===== config.mk =====
export PLATFORM = sky130hd
export DESIGN_NAME = sfifo_wr_master
export DESIGN_NICKNAME = d
export VERILOG_FILES = /design/src/rtl/sfw_pkg.sv /design/src/rtl/sfw_phase_timer.sv /design/src/rtl/sfw_beat_hold.sv /design/src/rtl/sfw_seq.sv /design/src/rtl/sfifo_wr_master.sv
export SDC_FILE = /design/constraint.sdc
export NUM_CORES = 1
export LEC_CHECK = 0
export CAP_MARGIN = 20
export CORE_MARGIN = 5
export CORE_UTILIZATION = 40
export DETAILED_ROUTE_END_ITERATION = 10
export PLACE_DENSITY = 0.69
export RECOVER_POWER = 100
export SLEW_MARGIN = 5
export SYNTH_ARGS = -nofsm -noshare
export SYNTH_HDL_FRONTEND = slang
export SYNTH_HIERARCHICAL = 1
export SYNTH_SLANG_ARGS = --single-unit

===== constraint.sdc =====
create_clock -name clk -period 4.1 [get_ports clk]
set_input_delay 0.82 -clock clk [delete_from_list [all_inputs] [get_ports clk]]
set_output_delay 0.82 -clock clk [all_outputs]
set_load 0.02 [all_outputs]

===== src/rtl/sfw_pkg.sv =====
`timescale 1ns/1ps
package sfw_pkg;
  typedef enum logic [2:0] {
    ST_IDLE       = 3'd0,
    ST_ADDR_SETUP = 3'd1,
    ST_STB_LOW    = 3'd2,
    ST_STB_HIGH   = 3'd3,
    ST_PE_LOW     = 3'd4,
    ST_PE_HIGH    = 3'd5,
    ST_ADDR_HOLD  = 3'd6
  } sfw_state_e;
endpackage


===== src/rtl/sfw_phase_timer.sv =====
`timescale 1ns/1ps
module sfw_phase_timer #(
  parameter int CNT_W = 8
) (
  input  logic             clk,
  input  logic             rst_n,
  input  logic             load,
  input  logic [CNT_W-1:0] load_len,
  output logic             done
);
  logic [CNT_W-1:0] remain;

  always_ff @(posedge clk or negedge rst_n) begin
    if (!rst_n)               remain <= '0;
    else if (load)            remain <= load_len - CNT_W'(1);
    else if (remain != '0)    remain <= remain - CNT_W'(1);
  end

  assign done = (remain == '0);

  // a phase is never loaded with a zero length
  p_len_nonzero_r4: assert property (@(posedge clk) disable iff (!rst_n)
    load |-> (load_len != '0));
endmodule


===== src/rtl/sfw_beat_hold.sv =====
`timescale 1ns/1ps
module sfw_beat_hold #(
  parameter int DATA_W = 8,
  parameter int ADDR_W = 2
) (
  input  logic              clk,
  input  logic              rst_n,
  input  logic              take_byte,
  input  logic              take_addr,
  input  logic [DATA_W-1:0] in_data,
  input  logic              in_last,
  input  logic              in_commit,
  input  logic [ADDR_W-1:0] in_addr,
  output logic [DATA_W-1:0] data_q,
  output logic              last_q,
  output logic              commit_q,
  output logic [ADDR_W-1:0] addr_q
);
  always_ff @(posedge clk or negedge rst_n) begin
    if (!rst_n) begin
      data_q   <= '0;
      last_q   <= 1'b0;
      commit_q <= 1'b0;
    end else if (take_byte) begin
      data_q   <= in_data;
      last_q   <= in_last;
      commit_q <= in_last & in_commit;
    end
  end

  always_ff @(posedge clk or negedge rst_n) begin
    if (!rst_n)         addr_q <= '0;
    else if (take_addr) addr_q <= in_addr;
  end
endmodule


===== src/rtl/sfw_seq.sv =====
`timescale 1ns/1ps
module sfw_seq
  import sfw_pkg::*;
#(
  parameter int CNT_W = 8
) (
  input  logic             clk,
  input  logic             rst_n,
  input  logic             s_valid,
  input  logic             flag_full,
  input  logic             last_q,
  input  logic             commit_q,
  input  logic             tmr_done,
  input  logic [CNT_W-1:0] cfg_addr_setup,
  input  logic [CNT_W-1:0] cfg_addr_hold,
  input  logic [CNT_W-1:0] cfg_data_setup,
  input  logic [CNT_W-1:0] cfg_data_hold,
  input  logic [CNT_W-1:0] cfg_wr_low,
  input  logic [CNT_W-1:0] cfg_wr_high,
  input  logic [CNT_W-1:0] cfg_pe_low,
  input  logic [CNT_W-1:0] cfg_pe_high,
  input  logic [CNT_W-1:0] cfg_flag_settle,
  output sfw_state_e       state,
  output logic             s_ready,
  output logic             take_byte,
  output logic             take_addr,
  output logic             tmr_load,
  output logic [CNT_W-1:0] tmr_len
);
  function automatic logic [CNT_W-1:0] floor_one(input logic [CNT_W-1:0] v);
    return (v == '0) ? CNT_W'(1) : v;
  endfunction

  function automatic logic [CNT_W-1:0] larger(input logic [CNT_W-1:0] a,
                                              input logic [CNT_W-1:0] b);
    return (a > b) ? a : b;
  endfunction

  logic [CNT_W-1:0] len_setup, len_low, len_high, len_pel, len_peh, len_hold;
  assign len_setup = floor_one(cfg_addr_setup);
  assign len_low   = floor_one(larger(cfg_wr_low, cfg_data_setup));
  assign len_high  = floor_one(larger(larger(cfg_wr_high, cfg_data_hold), cfg_flag_settle));
  assign len_pel   = floor_one(cfg_pe_low);
  assign len_peh   = floor_one(cfg_pe_high);
  assign len_hold  = floor_one(cfg_addr_hold);

  sfw_state_e state_d;
  logic       gate_open;
  assign gate_open = tmr_done & ~flag_full;

  always_comb begin
    state_d   = state;
    s_ready   = 1'b0;
    take_byte = 1'b0;
    take_addr = 1'b0;
    tmr_load  = 1'b0;
    tmr_len   = len_setup;
    unique case (state)
      ST_IDLE: begin
        s_ready = 1'b1;
        if (s_valid) begin
          take_byte = 1'b1;
          take_addr = 1'b1;
          tmr_load  = 1'b1;
          tmr_len   = len_setup;
          state_d   = ST_ADDR_SETUP;
        end
      end
      ST_ADDR_SETUP: begin
        if (gate_open) begin
          tmr_load = 1'b1;
          tmr_len  = len_low;
          state_d  = ST_STB_LOW;
        end
      end
      ST_STB_LOW: begin
        if (tmr_done) begin
          tmr_load = 1'b1;
          tmr_len  = len_high;
          state_d  = ST_STB_HIGH;
        end
      end
      ST_STB_HIGH: begin
        if (gate_open) begin
          if (!last_q) begin
            s_ready = 1'b1;
            if (s_valid) begin
              take_byte = 1'b1;
              tmr_load  = 1'b1;
              tmr_len   = len_low;
              state_d   = ST_STB_LOW;
            end
          end else if (commit_q) begin
            tmr_load = 1'b1;
            tmr_len  = len_pel;
            state_d  = ST_PE_LOW;
          end else begin
            tmr_load = 1'b1;
            tmr_len  = len_hold;
            state_d  = ST_ADDR_HOLD;
          end
        end
      end
      ST_PE_LOW: begin
        if (tmr_done) begin
          tmr_load = 1'b1;
          tmr_len  = len_peh;
          state_d  = ST_PE_HIGH;
        end
      end
      ST_PE_HIGH: begin
        if (tmr_done) begin
          tmr_load = 1'b1;
          tmr_len  = len_hold;
          state_d  = ST_ADDR_HOLD;
        end
      end
      ST_ADDR_HOLD: begin
        if (tmr_done) state_d = ST_IDLE;
      end
      default: state_d = ST_IDLE;
    endcase
  end

  always_ff @(posedge clk or negedge rst_n) begin
    if (!rst_n) state <= ST_IDLE;
    else        state <= state_d;
  end

  // full seen at a decision point never lets a strobe start next cycle
  p_full_blocks_r6: assert property (@(posedge clk) disable iff (!rst_n)
    ((state == ST_ADDR_SETUP || state == ST_STB_HIGH) && flag_full) |=> (state != ST_STB_LOW));

  // ready only when idle or when the strobe-high interval has run out
  p_ready_window_r9: assert property (@(posedge clk) disable iff (!rst_n)
    s_ready |-> (state == ST_IDLE) || (state == ST_STB_HIGH && tmr_done && !flag_full));

  // packet-end phase is only ever reached from strobe high
  p_pe_entry_r7: assert property (@(posedge clk) disable iff (!rst_n)
    (state == ST_PE_LOW && $past(state) != ST_PE_LOW) |-> ($past(state) == ST_STB_HIGH));
endmodule


===== src/rtl/sfifo_wr_master.sv =====
`timescale 1ns/1ps
module sfifo_wr_master
  import sfw_pkg::*;
#(
  parameter int DATA_W = 8,
  parameter int ADDR_W = 2,
  parameter int CNT_W  = 8
) (
  input  logic              clk,
  input  logic              rst_n,
  input  logic [CNT_W-1:0]  cfg_addr_setup,
  input  logic [CNT_W-1:0]  cfg_addr_hold,
  input  logic [CNT_W-1:0]  cfg_data_setup,
  input  logic [CNT_W-1:0]  cfg_data_hold,
  input  logic [CNT_W-1:0]  cfg_wr_low,
  input  logic [CNT_W-1:0]  cfg_wr_high,
  input  logic [CNT_W-1:0]  cfg_pe_low,
  input  logic [CNT_W-1:0]  cfg_pe_high,
  input  logic [CNT_W-1:0]  cfg_flag_settle,
  input  logic [ADDR_W-1:0] buf_addr,
  input  logic              s_valid,
  input  logic [DATA_W-1:0] s_data,
  input  logic              s_last,
  input  logic              s_commit,
  output logic              s_ready,
  input  logic              flag_full,
  output logic [ADDR_W-1:0] fifo_addr,
  output logic              cs_n,
  output logic              wr_n,
  output logic              pktend_n,
  output logic [DATA_W-1:0] data_out
);
  localparam int RUN_W = CNT_W + 1;

  sfw_state_e       state;
  logic             take_byte, take_addr, tmr_load, tmr_done;
  logic [CNT_W-1:0] tmr_len;
  logic             last_q, commit_q;

  sfw_seq #(.CNT_W(CNT_W)) u_seq (
    .clk(clk), .rst_n(rst_n), .s_valid(s_valid), .flag_full(flag_full),
    .last_q(last_q), .commit_q(commit_q), .tmr_done(tmr_done),
    .cfg_addr_setup(cfg_addr_setup), .cfg_addr_hold(cfg_addr_hold),
    .cfg_data_setup(cfg_data_setup), .cfg_data_hold(cfg_data_hold),
    .cfg_wr_low(cfg_wr_low), .cfg_wr_high(cfg_wr_high),
    .cfg_pe_low(cfg_pe_low), .cfg_pe_high(cfg_pe_high),
    .cfg_flag_settle(cfg_flag_settle),
    .state(state), .s_ready(s_ready), .take_byte(take_byte),
    .take_addr(take_addr), .tmr_load(tmr_load), .tmr_len(tmr_len)
  );

  sfw_phase_timer #(.CNT_W(CNT_W)) u_timer (
    .clk(clk), .rst_n(rst_n), .load(tmr_load), .load_len(tmr_len), .done(tmr_done)
  );

  sfw_beat_hold #(.DATA_W(DATA_W), .ADDR_W(ADDR_W)) u_hold (
    .clk(clk), .rst_n(rst_n), .take_byte(take_byte), .take_addr(take_addr),
    .in_data(s_data), .in_last(s_last), .in_commit(s_commit), .in_addr(buf_addr),
    .data_q(data_out), .last_q(last_q), .commit_q(commit_q), .addr_q(fifo_addr)
  );

  assign cs_n     = (state == ST_IDLE);
  assign wr_n     = (state != ST_STB_LOW);
  assign pktend_n = (state != ST_PE_LOW);

  // Observation: run lengths of pin levels, for the width assertions
  logic [RUN_W-1:0] wr_low_run, wr_high_run, pe_low_run;
  logic             strobe_active, pe_active;
  assign strobe_active = ~wr_n;
  assign pe_active     = ~pktend_n;

  always_ff @(posedge clk or negedge rst_n) begin
    if (!rst_n) begin
      wr_low_run  <= '0;
      wr_high_run <= '0;
      pe_low_run  <= '0;
    end else begin
      wr_low_run  <= strobe_active ? ((wr_low_run == '1) ? wr_low_run : wr_low_run + RUN_W'(1)) : '0;
      wr_high_run <= strobe_active ? '0 : ((wr_high_run == '1) ? wr_high_run : wr_high_run + RUN_W'(1));
      pe_low_run  <= pe_active ? ((pe_low_run == '1) ? pe_low_run : pe_low_run + RUN_W'(1)) : '0;
    end
  end

  p_pe_wr_excl_r7: assert property (@(posedge clk) disable iff (!rst_n)
    !(strobe_active && pe_active));

  p_cs_before_wr_r3: assert property (@(posedge clk) disable iff (!rst_n)
    $fell(wr_n) |-> ($past(cs_n) == 1'b0));

  p_addr_stable_r2: assert property (@(posedge clk) disable iff (!rst_n)
    (!cs_n && !$past(cs_n)) |-> $stable(fifo_addr));

  p_data_stable_r4: assert property (@(posedge clk) disable iff (!rst_n)
    (strobe_active && $past(strobe_active)) |-> $stable(data_out));

  p_wr_low_width_r4: assert property (@(posedge clk) disable iff (!rst_n)
    $rose(wr_n) |-> (wr_low_run >= {1'b0, cfg_wr_low}) && (wr_low_run >= {1'b0, cfg_data_setup}));

  p_wr_high_width_r5: assert property (@(posedge clk) disable iff (!rst_n)
    ($fell(wr_n) && !$past(cs_n) && ($past(state) == ST_STB_HIGH)) |->
      (wr_high_run >= {1'b0, cfg_wr_high}) && (wr_high_run >= {1'b0, cfg_data_hold}));

  p_pe_low_width_r7: assert property (@(posedge clk) disable iff (!rst_n)
    $rose(pktend_n) |-> (pe_low_run >= {1'b0, cfg_pe_low}));

  p_pe_after_high_r7: assert property (@(posedge clk) disable iff (!rst_n)
    $fell(pktend_n) |-> (wr_high_run >= {1'b0, cfg_wr_high}) && (wr_high_run >= {1'b0, cfg_flag_settle}));
endmodule


==> results of run 1 <==
-- layer usage --
layer  part of all wire  routed length [um]
met1               0.40                5120
met4              0.028                 356
met5                  0                   0
met3              0.070                 893
met2               0.50                6440
-- report_power, final --
part	leakage (nW)	total, mW	switching [mW]	internal [mW]
clock	0.0255	0.138	0.0703	0.0677
combinational	1.93	1.50	0.763	0.738
sequential	0.280	0.493	0.158	0.334
-- kinds of logic (layout without fill, tap and decap cells) --
family                     count (synthesis)  after routing  share of synthesized area
and+or+nand+nor                          139            139                      0.231
buffers and inverters                     51            225                     0.0709
AOI/OAI and AO/OA                        132            132                      0.278
adders and majority gates                 25             25                     0.0963
xor gates and xnor gates                   8              8                     0.0216
DFF                                       23             23                      0.177
muxes                                     36             36                      0.125
-- sequential cells by signal (all words and copies together) (netlist names) --
register	cells
u_seq/state	3
u_hold/addr_q	2
u_hold/data_q	8
u_timer/remain	8
u_hold/commit_q	1
u_hold/last_q	1
-- placed cells by master (no fill, tap or decap), types with 6 or more instances in the layout --
cell	instances
clkdlybuf4s50_1	70
nor3_1	15
o211ai_1	14
ha_1	11
nand3_1	8
dfrtp_1	23
ha_4	11
inv_2	7
mux2i_1	23
dlygate4sd3_1	15
nor2_1	21
nand4_1	6
o21ai_0	21
buf_4	87
nor4_1	6
nand2_1	36
buf_2	11
inv_1	21
mux2_1	8
a21oi_1	32
-- timing repair --
item / in CTS / in global routing
endpoints found under the setup margin: 8 / 8
gates resized for setup: 108 / 23
pin swaps: 39 / 28
buffers inserted: 31 / 3
endpoints found under the hold margin: 0 / 0
-- worst max-delay path, delay by kind of cell --
family / cells / cell delay, ps
adders and majority gates: 3 / 860
buffers and inverters: 3 / 270
and+or+nand+nor: 8 / 1940
xor gates and xnor gates: 1 / 80
muxes: 2 / 310
AOI/OAI and AO/OA: 5 / 590
-- path summary, 6_finish.rpt --
path	from	to	slack, ps	depth (start not counted)
hold / removal	u_hold/data_q[6]$_DFFE_PN0P_	u_hold/data_q[6]$_DFFE_PN0P_	480	1
setup reg to reg	u_timer/remain[2]$_DFFE_PN0P_	u_timer/remain[4]$_DFFE_PN0P_	490	14
setup / recovery	cfg_data_hold[4]	u_timer/remain[4]$_DFFE_PN0P_	-630	22
max in group asynchronous	rst_n	u_hold/commit_q$_DFFE_PN0P_	2080	2
min in group asynchronous	rst_n	u_timer/remain[4]$_DFFE_PN0P_	890	1
hold reg to reg	u_hold/data_q[6]$_DFFE_PN0P_	u_hold/data_q[6]$_DFFE_PN0P_	480	1
-- stage by stage --
step | setup WS, ps | TNS, ps
2_1_floorplan | -475 | -2150
3_3_place_gp | -1220 | -8390
3_5_place_dp | -1370 | -9510
4_1_cts | -482 | -2550
5_1_grt | -796 | -5250
6_report | -633 | -4000
-- cell type report --
class                           instances  area share
Clock buffer                            3     0.00777
Clock inverter                          1    0.000942
Inverter                               29      0.0229
Multi-Input combinational cell        340       0.525
Sequential cell                        23       0.108
Tap cell                              102      0.0240
Timing Repair Buffer                  192       0.311
==> metrics.md, run 1 <==
| Metric | Value |
|---|---|
| Setup Viol. Count Final | `8` |
| FILL cells | `623` |
| Max stage delay on crit path | `530 ps` |
| Crit. End Element | `flip-flop` |
| CTS max path bufs | `2` |
| DIE HEIGHT | `100 um` |
| Share of layout cells above drive strength 1 | `0.315` |
| Area share of the largest cell type after synthesis | `0.177` |
| Critical Path Slowest Stage Cell | `or4_4` |
| Initial DRC Count | `310` |
| Post-synth top area cell | `dfrtp_1` |
| Ys Warns | `6` |
| Final antenna diode count | `0` |
| Synth top area cells | `dfrtp_1 18%, ha_1 9.6%, mux2i_1 7.4%` |
| Routed via count | `4,052` |
| CTS tree | `built` |
| Storage element area | `576 sq um` |
| Mapped Nets | `527` |
| GRT met3 Usage | `0.0236` |
| Placed Cells | `651` |
| Cell chain of the critical path | `buf_2 -> inv_2 -> ha_1 -> nand4_1 -> or2_4 -> nand2_8 -> nand2_4 -> mux2i_4 -> ha_2 -> nand4_1 -> nor2_4 -> a21oi_2 -> buf_6 -> nor3_4 -> a31oi_4 -> or4_4 -> o211ai_2 -> mux2i_1 -> ha_2 -> o21ai_4 -> xnor2_1 -> a22o_1` |
| Multi-input logic area | `2790 sq um` |
| CTS H-tree depth | `1` |
| Hold WC Path Type | `flip-flop to flip-flop` |
| Largest net degree at the start of global routing | `32` |
| Synth async-reset ratio | `1.00` |
| Fin crit period | `4730 ps` |
| P per Cell Area | `401 nW/um^2` |
| Core box area | `7810 sq um` |
| Yosys reg bits | `23` |
| Hold slack | `484 ps` |
| Die X | `100 um` |
| GRT busiest layer | `met2` |
| VDD IR max | `0.000186 V` |
| Clk slew on worst S/H paths | `70 ps` |
| Hold buffer count at cts | `0` |
| Crit-path max FO | `8` |
| CTS Sinks | `23` |
| Synth Instances | `414` |
| Crit start category | `primary input` |
| DP Wirelength | `8.89 mm` |
| Leakage | `2.24 nW` |
| Initial antenna violation count | `0` |
| Count leader, synth | `nand2_1` |
| CTS root buffer | `clkbuf_8` |
| DR WL/cell | `18.6 um` |
| Fmax | `0.211 GHz` |
| Status | `complete, but fails checks` |
| Post-route ant nets | `0` |
| Failing checks | `setup timing` |
| Clock Latency Late Sink | `260 ps` |
| Crit path DAT | `4880 ps` |
| First-pass GRT wire length | `19.7 mm` |
| Max cap viols | `0` |
| Worst setup path category | `primary input to flip-flop` |
| Post-Syn Area per Cell | `7.84 sq um` |
| All-layer global routing usage | `0.237` |
| Final Hold Fails | `0` |
| Core Rows | `32` |
| Post-synth top cells | `40 x nand2_1, 35 x a21oi_1, 29 x inv_1` |
| GR Util met1 | `0.294` |
| Num ports | `102` |
| Final std cells w/o fill | `690` |
| RSZ-0062 raised after global routing | `true` |
| Commonest register cell after synthesis | `dfrtp_1` |
| Ratio of final minimum period to clock period | `1.15` |
| Vias in the first global route | `4,159` |
| GPL Wtd Cong | `0.949` |
| P&R area growth vs syn | `63.6%` |
| Nets | `702` |
| DRT Pass-1 Iters | `5` |
| Number of port buffers | `101` |
| Gr ovfl total | `0` |
| Mapped Area | `3250 sq um` |
| Register area share after synthesis | `0.177` |
| CTS buffer count | `3` |
| # DRC | `0` |
| Placed cell areas | `4740 sq um` |
| Via-per-instance ratio | `5.87` |
| EDFF count, synth | `0` |
| Final Worst Setup Slack | `-633 ps` |
| Worst-margin pin slew | `907 ps` |
| Power Total | `2.13 mW` |
| Worst EP required | `4250 ps` |
| Finished Cell Area | `5310 sq um` |
| Max Slew Vio Count | `0` |
| Initial core utilization | `0.416` |
| Post-synthesis cell type count | `69` |
| Final wirelength | `12.8 mm` |
| Slew margin rel. | `0.395` |
| Fin util | `0.680` |
| DIE AREA | `10,000 sq um` |
| Setup Skew | `9.79 ps` |
| Met2 usage | `0.426` |
Note: power is estimated with default switching activity, not from simulation.
==> run 2: changes to the inputs <==
SLEW_MARGIN = 40   (was 5)
==> run 2 against run 1 <==
Critical path depth is 1 lower. Hold slack improved by 32 ps. Routed wire length rose by 2.2%. Cell area increased by 1.7%. Clock skew is 0.70 ps lower. Clock power hardly changed. Via count increased by 2.6%. Largest power group unchanged. Combinational power rose by 5%. Global-route usage shrank 0.55 points. The run still ends with setup timing left. Sequential share of layout area shrank 0.18 points. Sequential cell count unchanged.
==> metrics.md, run 2 (synthesized netlist as in run 1, its figures left out) <==
| Metric | Value |
|---|---|
| Status | `complete, but fails checks` |
| Failing checks | `setup timing` |
| Worst EP required | `4250 ps` |
| Initial core utilization | `0.416` |
| Gr ovfl total | `0` |
| Final antenna diode count | `0` |
| Hold buffer count at cts | `0` |
| P&R area growth vs syn | `66.3%` |
| Crit-path max FO | `8` |
| Slew margin rel. | `0.180` |
| Clock Latency Late Sink | `270 ps` |
| Hold WC Path Type | `flip-flop to flip-flop` |
| Max cap viols | `0` |
| Leakage | `2.26 nW` |
| Crit. End Element | `flip-flop` |
| Crit path DAT | `4960 ps` |
| Fmax | `0.208 GHz` |
| First-pass GRT wire length | `19.3 mm` |
| Hold_sp | `u_hold/data_q[6]$_DFFE_PN0P_` |
| DIE AREA | `10,000 sq um` |
| Initial antenna violation count | `0` |
| Crit start category | `primary input` |
| Multi-input logic area | `2860 sq um` |
| Flop-to-flop setup slack | `610 ps` |
| CTS buffer count | `3` |
| Top flop regs | `u_hold/data_q: 8 flops, u_timer/remain: 8 flops, u_seq/state: 3 flops` |
| Clk slew on worst S/H paths | `80 ps` |
| Nets | `702` |
| Max Slew Vio Count | `0` |
| Via-per-instance ratio | `6.02` |
| Commonest non-fill, non-tap cells in the layout | `85 x buf_4, 84 x clkdlybuf4s50_1, 38 x nand2_1` |
| Ratio of final minimum period to clock period | `1.17` |
| CTS root buffer | `clkbuf_8` |
| Worst setup path category | `primary input to flip-flop` |
| GPL Wtd Cong | `0.949` |
| P per Cell Area | `410 nW/um^2` |
| CTS tree | `built` |
| Initial DRC Count | `500` |
| Worst-margin pin slew | `1230 ps` |
| VDD IR max | `0.000195 V` |
| CTS max path bufs | `2` |
| Die X | `100 um` |
| Number of port buffers | `101` |
| Routed via count | `4,157` |
| RSZ-0062 raised after global routing | `true` |
| Final Worst Setup Slack | `-712 ps` |
| Core Rows | `32` |
| Final Hold Fails | `0` |
| Largest net degree at the start of global routing | `32` |
| DP Worst Slack | `-1380 ps` |
| DR WL/cell | `19.0 um` |
| FILL cells | `592` |
| Core box area | `7810 sq um` |
| Commonest non-fill, non-tap cell in the layout | `buf_4` |
| DP Wirelength | `8.86 mm` |
| Reg-to-reg startpoint | `u_timer/remain[2]$_DFFE_PN0P_` |
| Fin crit period | `4810 ps` |
| All-layer global routing usage | `0.231` |
| Storage element area | `576 sq um` |
| Share of layout cells above drive strength 1 | `0.338` |
| DRT Pass-1 Iters | `5` |
| Num ports | `102` |
| Post-route ant nets | `0` |
| CTS H-tree depth | `1` |
| Power Total | `2.21 mW` |
| DIE HEIGHT | `100 um` |
| Vias in the first global route | `4,077` |
| CP startpoint | `cfg_wr_high[6]` |
| CTS Sinks | `23` |
| Setup Skew | `9.09 ps` |
| Final wirelength | `13.1 mm` |
| Setup Viol. Count Final | `8` |
| # DRC | `0` |
[run 2: critical path: stages]
cell and delay (ps):
clkdlybuf4s15_2 220, ha_4 300, nand4_1 190, buf_4 210
a211o_4 330, nand3_1 180, nand2_2 110, ha_4 300
nand4_4 140, nor2_4 200, a21oi_4 60, buf_6 150
nor3_1 250, a31oi_2 90, or4_4 490, o211ai_2 190
mux2i_1 120, ha_2 240, o21ai_4 80, xnor2_1 80
a22o_1 210
[run 2: report_power, final]
part           switching [mW]  internal (mW)  leakage [nW]
combinational           0.781          0.793          1.95
sequential              0.167          0.334         0.280
clock                  0.0723         0.0678        0.0255
[run 2: stage by stage]
| stage | instances | TNS [ps] | cell area, sq um | hold slack (ps) | util |
|---|---|---|---|---|---|
| CTS | 680 | -2360 | 5240 | 519 | 0.671 |
| global route | 690 | -5500 | 5400 | 541 | 0.692 |
| detailed placement | 651 | -9540 | 4730 | 496 | 0.606 |
| floorplan | 414 | -2150 | 3300 | 495 | - |
| global placement | 651 | -8390 | 4740 | 491 | 0.607 |
| finish | 690 | -4330 | 5400 | 516 | 0.692 |
[run 2: cell type report]
| cell class | count | share of cell area |
|---|---|---|
| Multi-Input combinational cell | 340 | 0.529 |
| Timing Repair Buffer | 192 | 0.310 |
| Sequential cell | 23 | 0.107 |
| Tap cell | 102 | 0.0236 |
| Inverter | 29 | 0.0225 |
| Clock buffer | 3 | 0.00765 |
| Clock inverter | 1 | 0.000927 |
[run 2: final timing paths]
path                       cells past startpoint                             to
min in group asynchronous                      1      u_hold/last_q$_DFFE_PN0P_
max                                           21  u_timer/remain[4]$_DFFE_PN0P_
min                                            1   u_hold/data_q[6]$_DFFE_PN0P_
max reg2reg                                   14  u_timer/remain[4]$_DFFE_PN0P_
min reg2reg                                    1   u_hold/data_q[6]$_DFFE_PN0P_
max in group asynchronous                      1    u_hold/commit_q$_DFFE_PN0P_
[run 2: repair_timing]
item,CTS,global route
setup buffers,25,10
resized for setup,96,32
pin swaps,40,32
endpoints found under the setup margin,8,8
[run 2: metal layers]
layer  routed length (um)  up-vias  global-route usage
met5                    0        -                   0
li1                     -     1910                   -
met3                 1100       76              0.0285
met4                  630        0              0.0705
met2                 6330      258               0.413
met1                 5020     1913               0.289
